File: config.mk
export PLATFORM = sky130hd
export DESIGN_NAME = twostage_watchdog
export DESIGN_NICKNAME = d
export VERILOG_FILES = /design/src/rtl/wd2_pkg.sv /design/src/rtl/wd2_regs.sv /design/src/rtl/wd2_counter.sv /design/src/rtl/twostage_watchdog.sv
export SDC_FILE = /design/constraint.sdc
export NUM_CORES = 1
export LEC_CHECK = 0
export BUFFER_PORTS_ARGS = -buffer_cell sky130_fd_sc_hd__buf_2
export CAP_MARGIN = 10
export CORE_MARGIN = 3
export CORE_UTILIZATION = 51
export CTS_CLUSTER_DIAMETER = 60
export DETAILED_ROUTE_END_ITERATION = 8
export MAX_ROUTING_LAYER = met4
export PLACE_DENSITY = 0.76
export SLEW_MARGIN = 10
export SYNTH_ARGS = -nofsm -noshare
export SYNTH_HDL_FRONTEND = slang
export SYNTH_SLANG_ARGS = --single-unit
File: constraint.sdc
create_clock -name clk -period 2.15 [get_ports clk]
set_clock_uncertainty 0.15 [all_clocks]
set_input_delay 0 -clock clk [delete_from_list [all_inputs] [get_ports clk]]
set_output_delay 0 -clock clk [all_outputs]
set_load 0.05 [all_outputs]
File: src/rtl/wd2_pkg.sv
package wd2_pkg;

   localparam int unsigned OFS_LOAD  = 32'h000;
   localparam int unsigned OFS_VALUE = 32'h004;
   localparam int unsigned OFS_CTRL  = 32'h008;
   localparam int unsigned OFS_ICLR  = 32'h00C;
   localparam int unsigned OFS_RAW   = 32'h010;
   localparam int unsigned OFS_MSK   = 32'h014;
   localparam int unsigned OFS_LOCK  = 32'hC00;

   localparam logic [31:0] UNLOCK_KEY = 32'h1ACCE551;
   localparam int unsigned CTRL_W     = 2;

   typedef enum logic [2:0] {
      SEL_NONE,
      SEL_LOAD,
      SEL_VALUE,
      SEL_CTRL,
      SEL_ICLR,
      SEL_RAW,
      SEL_MSK,
      SEL_LOCK
   } reg_sel_e;

endpackage

File: src/rtl/wd2_regs.sv
module wd2_regs
   import wd2_pkg::*;
#(
   parameter int unsigned ADDR_W   = 12,
   parameter int unsigned DATA_W   = 32,
   parameter logic [31:0] LOAD_RST = 32'hFFFF_FFFF
) (
   input  logic              clk,
   input  logic              rst_n,
   input  logic [ADDR_W-1:0] addr,
   input  logic [DATA_W-1:0] wdata,
   input  logic              wr,
   input  logic              rd,
   input  logic [DATA_W-1:0] cnt_i,
   input  logic              flag_i,
   output logic [DATA_W-1:0] rdata,
   output logic [DATA_W-1:0] load_q,
   output logic [CTRL_W-1:0] ctrl_q,
   output logic              locked_q,
   output logic              reload_o,
   output logic [DATA_W-1:0] reload_val_o,
   output logic              clear_o
);

   localparam logic [DATA_W-1:0] ONE = DATA_W'(1);

   if (DATA_W != 32) begin : g_bad_width
      $error("wd2_regs: DATA_W must be 32 to match the unlock key");
   end
   if (ADDR_W < 12 || ADDR_W > 32) begin : g_bad_addr
      $error("wd2_regs: ADDR_W must lie in 12..32");
   end

   reg_sel_e          sel;
   logic              wr_ok;
   logic              load_wr;
   logic              ctrl_wr;
   logic [DATA_W-1:0] load_new;

   always_comb begin
      if      (addr == ADDR_W'(OFS_LOAD))  sel = SEL_LOAD;
      else if (addr == ADDR_W'(OFS_VALUE)) sel = SEL_VALUE;
      else if (addr == ADDR_W'(OFS_CTRL))  sel = SEL_CTRL;
      else if (addr == ADDR_W'(OFS_ICLR))  sel = SEL_ICLR;
      else if (addr == ADDR_W'(OFS_RAW))   sel = SEL_RAW;
      else if (addr == ADDR_W'(OFS_MSK))   sel = SEL_MSK;
      else if (addr == ADDR_W'(OFS_LOCK))  sel = SEL_LOCK;
      else                                 sel = SEL_NONE;
   end

   assign wr_ok    = wr && !locked_q;
   assign load_wr  = wr_ok && (sel == SEL_LOAD);
   assign ctrl_wr  = wr_ok && (sel == SEL_CTRL);
   assign clear_o  = wr_ok && (sel == SEL_ICLR);
   assign load_new = (wdata == '0) ? ONE : wdata;

   assign reload_o     = load_wr || clear_o;
   assign reload_val_o = load_wr ? load_new : load_q;

   always_ff @(posedge clk or negedge rst_n) begin
      if (!rst_n) begin
         locked_q <= 1'b1;
         load_q   <= DATA_W'(LOAD_RST);
         ctrl_q   <= '0;
      end else begin
         if (wr && (sel == SEL_LOCK)) locked_q <= (wdata != DATA_W'(UNLOCK_KEY));
         if (load_wr)                 load_q   <= load_new;
         if (ctrl_wr)                 ctrl_q   <= wdata[CTRL_W-1:0];
      end
   end

   always_comb begin
      rdata = '0;
      if (rd) begin
         unique case (sel)
            SEL_LOAD:  rdata = load_q;
            SEL_VALUE: rdata = cnt_i;
            SEL_CTRL:  rdata = DATA_W'(ctrl_q);
            SEL_RAW:   rdata = DATA_W'(flag_i);
            SEL_MSK:   rdata = DATA_W'(flag_i && ctrl_q[0]);
            SEL_LOCK:  rdata = DATA_W'(locked_q);
            default:   rdata = '0;
         endcase
      end
   end

endmodule

File: src/rtl/wd2_counter.sv
module wd2_counter #(
   parameter int unsigned DATA_W   = 32,
   parameter logic [31:0] LOAD_RST = 32'hFFFF_FFFF,
   parameter bit          RST_HOLD = 1'b1
) (
   input  logic              clk,
   input  logic              rst_n,
   input  logic              run_en,
   input  logic              rst_en,
   input  logic              reload,
   input  logic [DATA_W-1:0] reload_val,
   input  logic              clear,
   output logic [DATA_W-1:0] cnt_q,
   output logic              flag_q,
   output logic              sysrst_q
);

   logic expire;
   logic second;

   assign expire = run_en && !reload && (cnt_q == '0);
   assign second = expire && flag_q && rst_en;

   always_ff @(posedge clk or negedge rst_n) begin
      if (!rst_n) begin
         cnt_q <= DATA_W'(LOAD_RST);
      end else if (reload || expire) begin
         cnt_q <= reload_val;
      end else if (run_en) begin
         cnt_q <= cnt_q - 1'b1;
      end
   end

   always_ff @(posedge clk or negedge rst_n) begin
      if (!rst_n)      flag_q <= 1'b0;
      else if (clear)  flag_q <= 1'b0;
      else if (expire) flag_q <= 1'b1;
   end

   if (RST_HOLD) begin : g_rst_hold
      always_ff @(posedge clk or negedge rst_n) begin
         if (!rst_n)      sysrst_q <= 1'b0;
         else if (clear)  sysrst_q <= 1'b0;
         else if (second) sysrst_q <= 1'b1;
      end
   end else begin : g_rst_pulse
      always_ff @(posedge clk or negedge rst_n) begin
         if (!rst_n) sysrst_q <= 1'b0;
         else        sysrst_q <= second;
      end
   end

endmodule

File: src/rtl/twostage_watchdog.sv
module twostage_watchdog
   import wd2_pkg::*;
#(
   parameter int unsigned ADDR_W   = 12,
   parameter int unsigned DATA_W   = 32,
   parameter logic [31:0] LOAD_RST = 32'hFFFF_FFFF,
   parameter bit          RST_HOLD = 1'b1
) (
   input  logic              clk,
   input  logic              rst_n,
   input  logic [ADDR_W-1:0] bus_addr,
   input  logic [DATA_W-1:0] bus_wdata,
   input  logic              bus_wr,
   input  logic              bus_rd,
   output logic [DATA_W-1:0] bus_rdata,
   output logic              irq_o,
   output logic              sysrst_o
);

   logic [DATA_W-1:0] load_w;
   logic [CTRL_W-1:0] ctrl_w;
   logic              locked_w;
   logic              reload_w;
   logic [DATA_W-1:0] reload_val_w;
   logic              clear_w;
   logic [DATA_W-1:0] cnt_w;
   logic              flag_w;

   wd2_regs #(
      .ADDR_W   (ADDR_W),
      .DATA_W   (DATA_W),
      .LOAD_RST (LOAD_RST)
   ) u_regs (
      .clk          (clk),
      .rst_n        (rst_n),
      .addr         (bus_addr),
      .wdata        (bus_wdata),
      .wr           (bus_wr),
      .rd           (bus_rd),
      .cnt_i        (cnt_w),
      .flag_i       (flag_w),
      .rdata        (bus_rdata),
      .load_q       (load_w),
      .ctrl_q       (ctrl_w),
      .locked_q     (locked_w),
      .reload_o     (reload_w),
      .reload_val_o (reload_val_w),
      .clear_o      (clear_w)
   );

   wd2_counter #(
      .DATA_W   (DATA_W),
      .LOAD_RST (LOAD_RST),
      .RST_HOLD (RST_HOLD)
   ) u_counter (
      .clk        (clk),
      .rst_n      (rst_n),
      .run_en     (ctrl_w[0]),
      .rst_en     (ctrl_w[1]),
      .reload     (reload_w),
      .reload_val (reload_val_w),
      .clear      (clear_w),
      .cnt_q      (cnt_w),
      .flag_q     (flag_w),
      .sysrst_q   (sysrst_o)
   );

   assign irq_o = flag_w && ctrl_w[0];

endmodule

## Yosys cells after proc, flatten, opt, wreduce, memory -nomap -nowiden

Cells that the tools add are included.

| operators by class | value |
|---|---|
| $add $sub $neg | 1 |
| equal/unequal tests | 14 |
| muxes and demuxes | 17 |
| reduce and logical (&&, ||, !) cells | 20 |

Operators by type and width:

| operator | number |
|---|---|
| case mux 32 bit (6 select lines) | 1 |
| two-way mux 32 bit | 5 |
| zero test 32 bit | 2 |
| != test 32 x 29 -> 1 bit, second input constant | 1 |
| subtractor 32 x 1 -> 32 bit, second input constant | 1 |
| == test 12 x 4 -> 1 bit, second input constant | 2 |
| == test 12 x 5 -> 1 bit, second input constant | 2 |
| two-way mux 3 bit | 7 |
| == test 12 bit, second input constant | 1 |
| == test 12 x 3 -> 1 bit, second input constant | 1 |
| == test 3 bit, second input constant | 4 |
| zero test 12 bit | 1 |
| logical AND 1 bit | 10 |
| == test 3 x 2 -> 1 bit, second input constant | 2 |
| nonzero test 2 bit | 3 |
| two-way mux 1 bit | 4 |
| == test 3 x 1 -> 1 bit, second input constant | 1 |
| zero test 1 bit | 2 |
| logical OR 1 bit | 2 |

| word-level totals | value |
|---|---|
| register bits after elaboration | 69 |
| input bits | 48 |
| output and inout bits | 34 |
| word-level logic and storage cells | 58 |

## Depth between registers and ports, before layout

| logic depth | value |
|---|---|
| word-level depth | 18 |
| depth in mapped cells | 8 |
| gate-level depth less buffers | 7 |

## Hierarchy

From an unflattened synthesis, not the netlist that was laid out.

| unflattened totals | value |
|---|---|
| cell total of the unflattened synthesis | 458 |
| area total of the unflattened synthesis | 4389.2 µm² |

By module, submodules not included:

| module | times used | cells an instance | area an instance (µm²) | sequential area each (µm²) |
|---|---|---|---|---|
| wd2_regs | 1 | 275 | 2304.7 | 917.1 |
| wd2_counter | 1 | 182 | 2078.2 | 890.9 |
| twostage_watchdog | 1 | 1 | 6.3 | 0.0 |

## Worst setup path before layout

Ideal clock, no wire load.

| timing | value |
|---|---|
| path kind | register to register |
| start point | register u_counter.cnt_q[10] |
| end point | register u_counter.cnt_q[0] |
| library setup time | 82 ps |
| data arrival time | 2129 ps |
| data required time | 1918 ps |
| slack | -211 ps |
| cell stages (with the launch flop) | 7 |
| buffers on the path | 1 |
| clock period less this slack | 2361 ps |
| cell sequence | dfstp_2 -> or4_4 -> nor4_4 -> and4_4 -> nor3_4 -> buf_12 -> mux2_4 |

| on the way | value |
|---|---|
| cells in the longest elaborated chain, start to end | 4 |
| elaborated cells on any way between the ends | 5 |
| classes of those cells | mux: 1; reduce/logical: 4 |

Ends and longest elaborated chain:

| element | RTL line | text |
|---|---|---|
| start: declaration | wd2_counter.sv:13 | `output logic [DATA_W-1:0] cnt_q,` |
| start signal: assignment | wd2_counter.sv:26 | `cnt_q <= DATA_W'(LOAD_RST);` |
| start signal: assignment | wd2_counter.sv:28 | `cnt_q <= reload_val;` |
| start signal: assignment | wd2_counter.sv:30 | `cnt_q <= cnt_q - 1'b1;` |
| zero test 32 bit * | wd2_counter.sv:21 | `assign expire = run_en && !reload && (cnt_q == '0);` |
| logical AND 1 bit * | wd2_counter.sv:21 |  |
| logical OR 1 bit * | wd2_counter.sv:27 | `end else if (reload \|\| expire) begin` |
| two-way mux 32 bit / nonzero test 2 bit (equally long branches) | - |  |

Every way passes the cells marked *; elsewhere a longest branch is shown, timed or not.
A chain may end at the register's enable or synchronous reset.

## Worst setup path in the final report

| timing | value |
|---|---|
| start point | register u_counter.cnt_q[6] |
| end point | register u_counter.cnt_q[14] |

| on the way | value |
|---|---|
| cells in the longest elaborated chain, start to end | 4 |
| elaborated cells on any way between the ends | 7 |
| classes of those cells | add/sub: 1; mux: 2; reduce/logical: 4 |

Ends and longest elaborated chain:

| element |
|---|
| parallel branches: the longest is 4 deep, another holds subtractor 32 x 1 -> 32 bit |

Parallel ways; which one is timed is not known. The select of a mux whose other input is x is not followed.

==> out/metrics.yaml <==
logic_synthesis:
  synthTopCellsByCount: "65 x dfstp_2, 47 x nor2_1, 34 x mux2_2, 30 x a22oi_1, 28 x mux2_4"
  netlist_instances: 382
  synth_area_um2: 4250
  ys_seq_area_share_pct: 42.6
  yosysTopAreaCellShare_pct: 40.2
  synth_edf_count: 0
  synth_top_area_cell: "dfstp_2"
  synth_cell_types: 51
  synthFlopType: "dfstp_2"
  syn_avg_cell_area_um2: 11.1
  synthMostInstantiatedCell: "dfstp_2"
  synth_nets: 431
  synthTopCellsByArea: "dfstp_2 40%, mux2_4 9.9%, mux2_2 9.0%, a22oi_1 5.3%, nor2_1 4.2%"
  postSynth.asyncResetShare_pct: 100
  yosysWarnings: 0
  synth-seq-cells: 69
pwr:
  power_density_nw_per_um2: 535
  power_switching_share_pct: 27.5
  power.internal_w: 0.00237
  p_leak_nw: 2.72
  peakVddDrop_uv: 433
  pwr-share-clk_pct: 36.9
  p_sw_w: 0.000898
  p_comb_share_pct: 19.9
  seqPwrFrac_pct: 43.3
place:
  place_ws_ns: -0.311
  gp_congestion: 0.920
  hpwl_um: 8630
  port_buffers: 81
  placed_area_um2: 5260
sta:
  rsz0062_at_grt: "yes"
  fin_crit_ns: 2.36
  max_clock_freq_mhz: 424
  slew_violations: 0
  setup_ws_ns: -0.209
  tightest_slew_ns: 0.526
  setup_violations: 33
  period_share_pct: 110
  hold_violations: 0
  relSlewSlack_pct: 64.6
clock_tree:
  clockBufferDepth: 2
  numCtsBuffers: 9
  clk_pin_slew_ns: 0.09
  clk_latency_ns: 0.35
  ctsHtreeMaxLevel: 3
  cts-root-buf: "clkbuf_8"
  cts_tree: "yes"
  cts_sinks: 69
routing:
  drtPass1Iterations: 5
  ant_nets: 0
  dr_total_vias: 4019
  routed_wl_um: 14000
  drc: 0
  viasPerCell: 6.04
  drt_iter0_drc: 347
  post_drt_wl_per_cell_um: 21.1
run_status:
  status: "finished with violations"
  violations: "setup timing"
setup_path:
  startpoint_type: "register"
  r2r_cells: 8
  critical_path.startpoint: "u_counter.cnt_q[6]$_DFFE_PN1P_"
  worstPathMaxFanout: 5
  worstPathRequired_ns: 2.28
  rrSetupSlack_ns: -0.21
  r2r_start: "u_counter.cnt_q[6]$_DFFE_PN1P_"
  criticalPathCategory: "register to register"
  endpoint_kind: "register"
  arrival_ns: 2.48
  regToRegEndpoint: "u_counter.cnt_q[14]$_DFFE_PN1P_"
finish:
  regArea_um2: 1810
  fin_util_pct: 77.5
  layout-drive-gt1-share_pct: 62.9
  finish.instance_area_um2: 6110
  area_growth_pct: 43.8
  nets: 607
  antennaDiodeCount: 0
  fill_cells: 461
  multi_input_area_um2: 2540
global_route:
  antenna_found_initial: 0
  grt_pass1_vias: 4110
  grt_usage_pct: 28.9
  grt_max_degree: 52
  global_route.overflow_total: 0
  grt_pass1_wl_um: 21300
die:
  die-height_um: 97.3
  placementRows: 32
  die-area_um2: 9460
  io_pins: 82
  die_w_um: 97.3
  start_util_pct: 53.9
  core_um2: 7890
job:
  drv_cap: 0
min_path:
  worstHoldStart: "bus_addr[8]"
  hp-class: "primary input to register"
  whs_endpoint: "u_counter.sysrst_q$_DFFE_PN0P_"
  whs_path_depth: 4
[registers in the layout, summed over array words and instances, names as in the netlist]
name                count
u_counter.flag_q        1
u_regs.locked_q         1
u_regs.load_q          32
u_regs.ctrl_q           2
u_counter.cnt_q        32
u_counter.sysrst_q      1
[power groups by stage]
stage                     sequential, W  combinational, W  clock, W
after global routing            0.00142          0.000691   0.00128
after CTS                       0.00141          0.000597   0.00121
final                           0.00141          0.000649   0.00121
after global placement          0.00142          0.000494         0
after detailed placement        0.00142          0.000506         0
after floorplan                 0.00144          0.000226         0
[cell families (layout without fill, tap and decap cells)]
group	after synthesis	after routing	share of synthesized area, %
AO/OA/AOI/OAI	47	47	7.92
XOR/XNOR	31	31	6.39
adder cells (fa/ha/maj)	1	1	0.294
buffers and inverters	27	207	3.65
flip-flops	69	69	42.6
multiplexers	67	67	20.1
AND/OR/NAND/NOR	140	141	19.1
[area by class of cell]
| cell class | instances | area share (%) |
|---|---|---|
| inverter | 7 | 0.430 |
| clock inverter | 7 | 1.62 |
| tap | 102 | 2.09 |
| timing repair buffer | 184 | 22.7 |
| multi-input combinational | 287 | 41.5 |
| sequential | 69 | 29.6 |
| clock buffer | 9 | 2.03 |
[per-layer routing]
layer  vias to the layer above  part of all wire, %  global-route usage (%)
met5                         -                    0                       -
met4                         0                  2.8                    11.8
met3                        44                  6.9                    5.31
met2                       223                   50                    47.8
met1                      1992                   40                    35.1
li1                       1760                    -                       -
[cells in the final DEF, fill, tap and decap left out, types with 3 or more instances in the layout]
cell type,count
mux2_2,34
or4_4,4
clkbuf_8,9
mux2_4,28
nand4_1,5
dfstp_2,65
buf_6,7
xor2_1,12
inv_1,5
dfrtp_1,4
nor4_1,7
a22oi_1,30
dlygate4sd3_1,36
nand2_1,11
nor4_4,4
nor2_1,17
nor4_2,3
nor3_2,3
nor2_2,30
a21oi_1,6
nor3_1,7
buf_4,54
and2_1,3
buf_2,79
xnor2_1,19
nand3_1,11
nand4b_1,5
nand3b_1,4
buf_12,3
mux2i_1,5
[how the worst max path moves through the flow]
stage	endpoint	depth (start not counted)	slack (ns)
6_report	u_counter.cnt_q[14]$_DFFE_PN1P_	8	-0.21
5_1_grt	u_counter.cnt_q[23]$_DFFE_PN1P_	7	-0.25
4_1_cts	u_counter.cnt_q[22]$_DFFE_PN1P_	6	-0.17
3_5_place_dp	u_counter.cnt_q[9]$_DFFE_PN1P_	8	-0.31
3_3_place_gp	u_counter.cnt_q[9]$_DFFE_PN1P_	8	-0.23
2_1_floorplan	u_counter.cnt_q[0]$_DFFE_PN1P_	8	-0.15
[critical path, cell delays in order, from the launching register on]
cell	delay, ns
dfstp_2	0.38
or3_4	0.41
buf_4	0.15
nor4_2	0.26
and4_4	0.29
nor3_4	0.06
buf_6	0.13
clkbuf_16	0.16
mux2_4	0.29
[repair_timing]
action / CTS / global route
gates resized for setup: 18 / 16
endpoints found under the setup margin: 50 / 60
endpoints found under the hold margin: 84 / 0
gates cloned: 1 / 2
hold buffers: 36 / 0
pin swaps: 5 / 4
buffers inserted: 6 / 3
[through the flow]
stage	std cells	hold WS, ns	total power [W]	TNS [ns]
floorplan	382	-0.446	0.00167	-4.32
global placement	604	-0.179	0.00192	-5.95
detailed placement	604	-0.174	0.00193	-8.69
CTS	661	0.0573	0.00321	-3.91
global route	665	0.108	0.00339	-7.20
finish	665	0.0940	0.00327	-5.59
Power figures use the tool's default switching activity.
